===== config.mk =====
export PLATFORM = sky130hd
export DESIGN_NAME = sha256_msg_sched
export DESIGN_NICKNAME = d
export VERILOG_FILES = /design/src/rtl/sched_pkg.sv /design/src/rtl/sched_mix.sv /design/src/rtl/sched_seq.sv /design/src/rtl/sched_window.sv /design/src/rtl/sha256_msg_sched.sv
export SDC_FILE = /design/constraint.sdc
export NUM_CORES = 2
export LEC_CHECK = 0
export ABC_AREA = 1
export BUFFER_PORTS_ARGS = -buffer_cell sky130_fd_sc_hd__clkbuf_2
export CORE_MARGIN = 3
export CORE_UTILIZATION = 50
export DETAILED_ROUTE_END_ITERATION = 12
export GPL_ROUTABILITY_DRIVEN = 0
export HOLD_SLACK_MARGIN = 0.08
export PLACE_DENSITY = 0.84
export SLEW_MARGIN = 0
export SYNTH_ARGS = -nofsm -noshare
export SYNTH_HDL_FRONTEND = slang
export SYNTH_SLANG_ARGS = --single-unit

===== constraint.sdc =====
create_clock -name clk -period 3.45 [get_ports clk]
set_input_delay 0.1725 -clock clk [delete_from_list [all_inputs] [get_ports clk]]
set_output_delay 0.1725 -clock clk [all_outputs]
set_load 0.005 [all_outputs]

===== src/rtl/sched_pkg.sv =====
package sched_pkg;
  localparam int unsigned WORD_W = 32;
  // recursion distances, in words back from the word being produced
  localparam int unsigned DIST_S1 = 2;
  localparam int unsigned DIST_MID = 7;
  localparam int unsigned DIST_S0 = 15;
  localparam int unsigned DIST_OLD = 16;

  typedef logic [WORD_W-1:0] word_t;

  function automatic word_t rotr(input word_t x, input int unsigned n);
    return (x >> n) | (x << (WORD_W - n));
  endfunction

  function automatic word_t small_sig0(input word_t x);
    return rotr(x, 7) ^ rotr(x, 18) ^ (x >> 3);
  endfunction

  function automatic word_t small_sig1(input word_t x);
    return rotr(x, 17) ^ rotr(x, 19) ^ (x >> 10);
  endfunction
endpackage


===== src/rtl/sched_mix.sv =====
module sched_mix
  import sched_pkg::*;
(
  input  word_t tap_s1_i,
  input  word_t tap_mid_i,
  input  word_t tap_s0_i,
  input  word_t tap_old_i,
  output word_t nxt_o
);
  word_t sum_a, sum_b;

  always_comb begin
    sum_a = small_sig1(tap_s1_i) + tap_mid_i;
    sum_b = small_sig0(tap_s0_i) + tap_old_i;
    nxt_o = sum_a + sum_b;
  end
endmodule


===== src/rtl/sched_seq.sv =====
module sched_seq #(
  parameter int unsigned ROUNDS = 64,
  localparam int unsigned RIDX_W = $clog2(ROUNDS)
) (
  input  logic              clk,
  input  logic              rst_n,
  input  logic              start_i,
  output logic              load_o,
  output logic              adv_o,
  output logic              vld_o,
  output logic [RIDX_W-1:0] round_o
);
  localparam logic [RIDX_W-1:0] LAST_RND = RIDX_W'(ROUNDS - 1);

  logic              vld_q, vld_d;
  logic [RIDX_W-1:0] rnd_q, rnd_d;
  logic              last_rnd;

  always_comb begin
    last_rnd = vld_q && (rnd_q == LAST_RND);
    load_o   = start_i && (!vld_q || last_rnd);
    adv_o    = vld_q && !load_o;
    vld_d    = vld_q;
    rnd_d    = rnd_q;
    if (load_o) begin
      vld_d = 1'b1;
      rnd_d = '0;
    end else if (last_rnd) begin
      vld_d = 1'b0;
    end else if (vld_q) begin
      rnd_d = rnd_q + RIDX_W'(1);
    end
  end

  always_ff @(posedge clk or negedge rst_n) begin
    if (!rst_n) begin
      vld_q <= 1'b0;
      rnd_q <= '0;
    end else begin
      vld_q <= vld_d;
      rnd_q <= rnd_d;
    end
  end

  assign vld_o   = vld_q;
  assign round_o = rnd_q;


  idle_start_chk: assert property (@(posedge clk) disable iff (!rst_n)
    (start_i && !vld_o) |=> (vld_o && round_o == '0));

  round_step_chk: assert property (@(posedge clk) disable iff (!rst_n)
    (vld_o && round_o != LAST_RND) |=> (vld_o && round_o == $past(round_o) + RIDX_W'(1)));

  valid_drop_chk: assert property (@(posedge clk) disable iff (!rst_n)
    (vld_o && round_o == LAST_RND && !start_i) |=> !vld_o);

  chain_start_chk: assert property (@(posedge clk) disable iff (!rst_n)
    (vld_o && round_o == LAST_RND && start_i) |=> (vld_o && round_o == '0));
endmodule


===== src/rtl/sched_window.sv =====
module sched_window
  import sched_pkg::*;
#(
  parameter int unsigned DEPTH = 16,
  localparam int unsigned BLK_W = DEPTH * WORD_W
) (
  input  logic             clk,
  input  logic             rst_n,
  input  logic             load_i,
  input  logic             adv_i,
  input  logic [BLK_W-1:0] blk_i,
  input  word_t            nxt_i,
  output word_t            head_o,
  output word_t            tap_s1_o,
  output word_t            tap_mid_o,
  output word_t            tap_s0_o,
  output word_t            tap_old_o
);
  word_t win_q [DEPTH];
  word_t win_d [DEPTH];

  for (genvar i = 0; i < DEPTH; i++) begin : g_slot
    word_t shift_in;
    if (i == DEPTH - 1) begin : g_young
      assign shift_in = nxt_i;
    end else begin : g_mid
      assign shift_in = win_q[i+1];
    end

    always_comb begin
      win_d[i] = win_q[i];
      if (load_i)
        win_d[i] = blk_i[BLK_W-1-WORD_W*i -: WORD_W];
      else if (adv_i)
        win_d[i] = shift_in;
    end

    always_ff @(posedge clk or negedge rst_n) begin
      if (!rst_n) win_q[i] <= '0;
      else        win_q[i] <= win_d[i];
    end
  end

  assign head_o    = win_q[0];
  assign tap_old_o = win_q[DEPTH - DIST_OLD];
  assign tap_s0_o  = win_q[DEPTH - DIST_S0];
  assign tap_mid_o = win_q[DEPTH - DIST_MID];
  assign tap_s1_o  = win_q[DEPTH - DIST_S1];


  load_head_chk: assert property (@(posedge clk) disable iff (!rst_n)
    load_i |=> (head_o == $past(blk_i[BLK_W-1 -: WORD_W])));

  shift_head_chk: assert property (@(posedge clk) disable iff (!rst_n)
    adv_i |=> (head_o == $past(win_q[1])));

  hold_chk: assert property (@(posedge clk) disable iff (!rst_n)
    (!load_i && !adv_i) |=> $stable(head_o));
endmodule


===== src/rtl/sha256_msg_sched.sv =====
module sha256_msg_sched
  import sched_pkg::*;
#(
  parameter int unsigned WIN_DEPTH = 16,
  parameter int unsigned ROUNDS = 64,
  localparam int unsigned BLK_W = WIN_DEPTH * WORD_W,
  localparam int unsigned RIDX_W = $clog2(ROUNDS)
) (
  input  logic              clk,
  input  logic              rst_n,
  input  logic              start_i,
  input  logic [BLK_W-1:0]  block_i,
  output logic [WORD_W-1:0] w_o,
  output logic              w_valid_o,
  output logic [RIDX_W-1:0] round_o
);
  logic  load, adv;
  word_t t_s1, t_mid, t_s0, t_old, nxt, head;

  sched_seq #(.ROUNDS(ROUNDS)) u_seq (
    .clk(clk), .rst_n(rst_n), .start_i(start_i),
    .load_o(load), .adv_o(adv), .vld_o(w_valid_o), .round_o(round_o)
  );

  sched_window #(.DEPTH(WIN_DEPTH)) u_win (
    .clk(clk), .rst_n(rst_n), .load_i(load), .adv_i(adv),
    .blk_i(block_i), .nxt_i(nxt), .head_o(head),
    .tap_s1_o(t_s1), .tap_mid_o(t_mid), .tap_s0_o(t_s0), .tap_old_o(t_old)
  );

  sched_mix u_mix (
    .tap_s1_i(t_s1), .tap_mid_i(t_mid), .tap_s0_i(t_s0), .tap_old_i(t_old),
    .nxt_o(nxt)
  );

  assign w_o = head;


  reset_idle_chk: assert property (@(posedge clk)
    !rst_n |=> (!w_valid_o && round_o == '0));

  busy_ignore_chk: assert property (@(posedge clk) disable iff (!rst_n)
    (w_valid_o && round_o != RIDX_W'(ROUNDS - 1) && start_i) |=> (round_o != '0));
endmodule


==> metrics.txt, run 1 <==
status=stopped before the end; Failed at=5_1_grt; Error=[ERROR GRT-0116] Global routing finished with congestion. Check the congestion regions in the DRC Viewer.; Overall Global Routing Usage=47.3%; Initial Util=50.7%; Ys Warns=0; Root Buffer=clkbuf_16; die extent in x=245 µm; vias in the first global route=34,992; CTS Buf Count=55; Distinct cells, synth=30; share of the synthesized area in the top cell type=45.3%; #FFs+latches synth=519; Detail Placement HPWL=81.7 mm; htree depth=2; Cell Rows=87; pre-CTS worst setup slack=-0.218 ns; Syn Area/Cell=7.82 µm²; dominant cell type by area after synthesis=dfrtp_1; Synth Instances=3,663; # IOs=554; Clock Sinks=519; DIE HEIGHT=245 µm; Post-Syn Area=0.0286 mm²; Synth Net Count=4,272; clk buf depth=3; first-pass GRT wire length=212 mm; largest cells by area after synthesis=dfrtp_1, nand3_1, nand2_1; pin count of the biggest net entering global routing=205; GRT overflow=44; post-synthesis sequential area ratio=45.3%; Port-buffer cells=553
==> Yosys cell counts, drive strengths merged <==
master,n
o21bai,2
a31oi,1
nand3,909
o21ai,42
o311ai,17
a21o,1
fa,62
nand2,1203
dfrtp,519
nor2,55
or2,1
clkbuf,130
and2,3
nor3,5
a21oi,20
o211ai,70
buf,117
inv,340
xnor2,56
ha,32
nand4,4
xor2,73
a22oi,1
==> metrics by stage <==
| stage | cell area, µm² | TNS, ns | instances | hold WS [ns] |
|---|---|---|---|---|
| 2_1_floorplan | 28600 | 0 | 3663 | -0.123 |
| 3_3_place_gp | 32500 | -1.02 | 4882 | 0.241 |
| 3_5_place_dp | 32500 | -3.26 | 4882 | 0.245 |
| 4_1_cts | 40000 | -0.0582 | 5505 | 0.189 |
==> metal layers <==
layer | overflow | global-route usage, %
met4 | 13 | 36.7
met1 | 1 | 54.1
met2 | 30 | 68.3
met5 | 0 | 2.78
met3 | 0 | 22.1
==> what timing repair did <==
action | CTS
setup endpoints to repair | 27
buffers inserted | 6
resized for setup | 67
hold endpoints to repair | 591
pin swaps | 17
hold buffers | 514
==> cells by family after synthesis <==
| family | share of synthesized area (%) |
|---|---|
| AO/OA/AOI/OAI | 3.58 |
| XOR/XNOR | 3.94 |
| adder cells (fa/ha/maj) | 5.73 |
| buffers and inverters | 8.75 |
| flip-flops | 45.3 |
| AND/OR/NAND/NOR | 32.7 |
==> run 2: changes to the inputs <==
--- a/config.mk
+++ b/config.mk
@@ -8,11 +8,10 @@
 export ABC_AREA = 1
 export BUFFER_PORTS_ARGS = -buffer_cell sky130_fd_sc_hd__clkbuf_2
 export CORE_MARGIN = 3
-export CORE_UTILIZATION = 50
+export CORE_UTILIZATION = 35
 export DETAILED_ROUTE_END_ITERATION = 12
 export GPL_ROUTABILITY_DRIVEN = 0
-export HOLD_SLACK_MARGIN = 0.08
-export PLACE_DENSITY = 0.84
+export PLACE_DENSITY_LB_ADDON = 0.15
 export SLEW_MARGIN = 0
 export SYNTH_ARGS = -nofsm -noshare
 export SYNTH_HDL_FRONTEND = slang
==> constraint.sdc (replaced) <==
create_clock -name clk -period 4.5 [get_ports clk]
set_input_delay 0.225 -clock clk [delete_from_list [all_inputs] [get_ports clk]]
set_output_delay 0.225 -clock clk [all_outputs]
set_load 0.005 [all_outputs]
==> run 2 against run 1 <==
The flow now finishes without violations; synthesized cell count unchanged; area after synthesis unchanged.
==> metrics.txt, run 2 <==
vias in the first global route=28,882; Initial Util=35.4%; Detail Placement HPWL=90.6 mm; Post-CTS Setup Bufs=0; drt wl/cell=22.1 µm; most common cell after layout, fill and taps aside=nand2_1; asr flop ratio synth=100%; top_reg_cell synth=dfrtp_1; CTS Buf Count=60; Max Cap Viol=0; crit path kind=flip-flop to flip-flop; share of the synthesized area in the top cell type=45.3%; r2r setup slk=0.25 ns; Critical Path RT=4.99 ns; fraction of the mapped netlist area in adder cells=5.73%; pin count of the biggest net entering global routing=187; Port-buffer cells=553; DIE AREA=0.0853 mm²; Overall Global Routing Usage=28.8%; CTS clk-pin slew, worst paths=0.06 ns; die extent in x=292 µm; layout net count=5,192; Setup TNS Final=0 ns; Max Freq=0.235 GHz; clk buf depth=3; Resize count post-CTS=0; most frequent cells after synthesis=nand2_1, nand3_1, dfrtp_1; clk_skew=0.0425 ns; CP endpoint kind=flip-flop; Slew Limit Headroom=19.5%; Post-Synth Simple-Gate Area=32.7%; Worst Setup Start Kind=flip-flop; CP arrival=4.74 ns; #FFs+latches synth=519; Synth Area in XOR/XNOR=3.94%; area grow syn2layout=36.9%; Worst Path Max Fanout=5; Worst Tran Pin Value=1.21 ns; status=finished clean; drt drc=0; GRT overflow=0; share of layout cells above drive strength 1=15.0%; top-count cell post-synth=nand2_1; Hold WS=0.0542 ns; first-pass GRT wire length=186 mm; Cell Rows=104; Worst Hold Class=primary input to flip-flop; cell count after placement=5,072; Distinct cells, synth=30; final hold violation count=0; Clock Sinks=519; post-synthesis sequential area ratio=45.3%; final setup fails=0; Worst-Skew Late Latency=0.65 ns; dominant cell type by area after synthesis=dfrtp_1; most frequent cells in the layout=nand2_1, nand3_1, clkbuf_2; CTS tree=built; Iter 0 DRT Violations=2,676; Tmin final=4.25 ns; initial antenna violation count=7; Avg Vias per Cell=5.10; RSZ-0062 raised after global routing=no; Syn Area/Cell=7.82 µm²; DR pass1 iterations=6; Slew Limit Fails=0; Synth Net Count=4,272; largest family of logic cells by synthesized area=simple AND/OR/NAND/NOR gates; via count=29,066; mux cell area share after synthesis=0%; largest cells by area after synthesis=dfrtp_1, nand3_1, nand2_1; Root Buffer=clkbuf_16; EDFF count, synth=0; core area=0.0808 mm²; DIE HEIGHT=292 µm; Final Cycle Share=94.5%; Detail Route Antenna Nets=0; final std cells w/o fill=5,694; Compound-Gate Fraction of Synth Area=3.58%; # IOs=554; Post-Syn Area=0.0286 mm²; Synth Instances=3,663; max reg flops=384; htree depth=2; total wire length=126 mm; Ys Warns=0
[run 2: per-stage QoR]
stage	util, %	setup slack (ns)	cell area (µm²)
after global routing	48.5	0.135	39200
after global placement	39.7	0.312	32100
after CTS	48.5	0.315	39200
after floorplan	-	1.02	28600
after detailed placement	39.7	0.369	32100
final	48.5	0.245	39200
[run 2: path summary, 6_finish.rpt]
kind,from,to,cells past startpoint
max,u_win.tap_s1_o[22],u_win.g_slot[14].shift_in[11],17
min,block_i[10],u_win.g_slot[14].shift_in[10],3
max reg2reg,u_win.tap_s1_o[22],u_win.g_slot[14].shift_in[11],17
min reg2reg,u_win.g_slot[14].shift_in[27],u_win.g_slot[14].shift_in[27],2
max in group asynchronous,rst_n,u_win.g_slot[12].shift_in[21],3
min in group asynchronous,rst_n,u_win.g_slot[1].shift_in[11],2
[run 2: logic make-up after synthesis]
logic type               Yosys count
AND/OR/NAND/NOR                 2180
buffers and inverters            587
XOR/XNOR                         129
adder cells (fa/ha/maj)           94
AO/OA/AOI/OAI                    154
flip-flops                       519
[run 2: area by class of cell]
cell class | instances | area, µm²
fill | 7932 | 41600
multi-input combinational | 2557 | 13200
sequential | 519 | 13000
timing repair buffer | 1105 | 8410
clock buffer | 85 | 1680
tap | 1060 | 1330
inverter | 340 | 1290
clock inverter | 22 | 347
antenna | 6 | 15.0
[run 2: timing repair]
item                       4_1_cts  5_1_grt
hold buffers                   508        1
setup endpoints to repair        0        0
hold endpoints to repair       577        1
[run 2: metal layers]
layer	part of all wire, %	vias to the layer above	GRT usage, %
li1	-	13612	-
met1	44	14189	40.2
met2	47	1074	46.9
met3	5.5	187	3.38
met4	3.4	4	9.25
met5	0.027	-	0
[run 2: worst max-delay path, stage by stage (launching register included)]
cell and delay (ns):
dfrtp_1 0.53, xnor2_1 0.28, xor2_1 0.41, inv_1 0.13
fa_1 0.53, inv_1 0.06, fa_1 0.51, inv_1 0.05
ha_1 0.35, nand2_1 0.12, inv_1 0.06, nand2_1 0.06
nand3_1 0.14, nand2_1 0.09, nand2_1 0.13, or2_2 0.30
a21oi_1 0.29, o21ai_1 0.10
Power of run 2 is left out: the tool's default activity adds up to more than one toggle a clock period on the data nets, which glitch-free logic cannot reach.
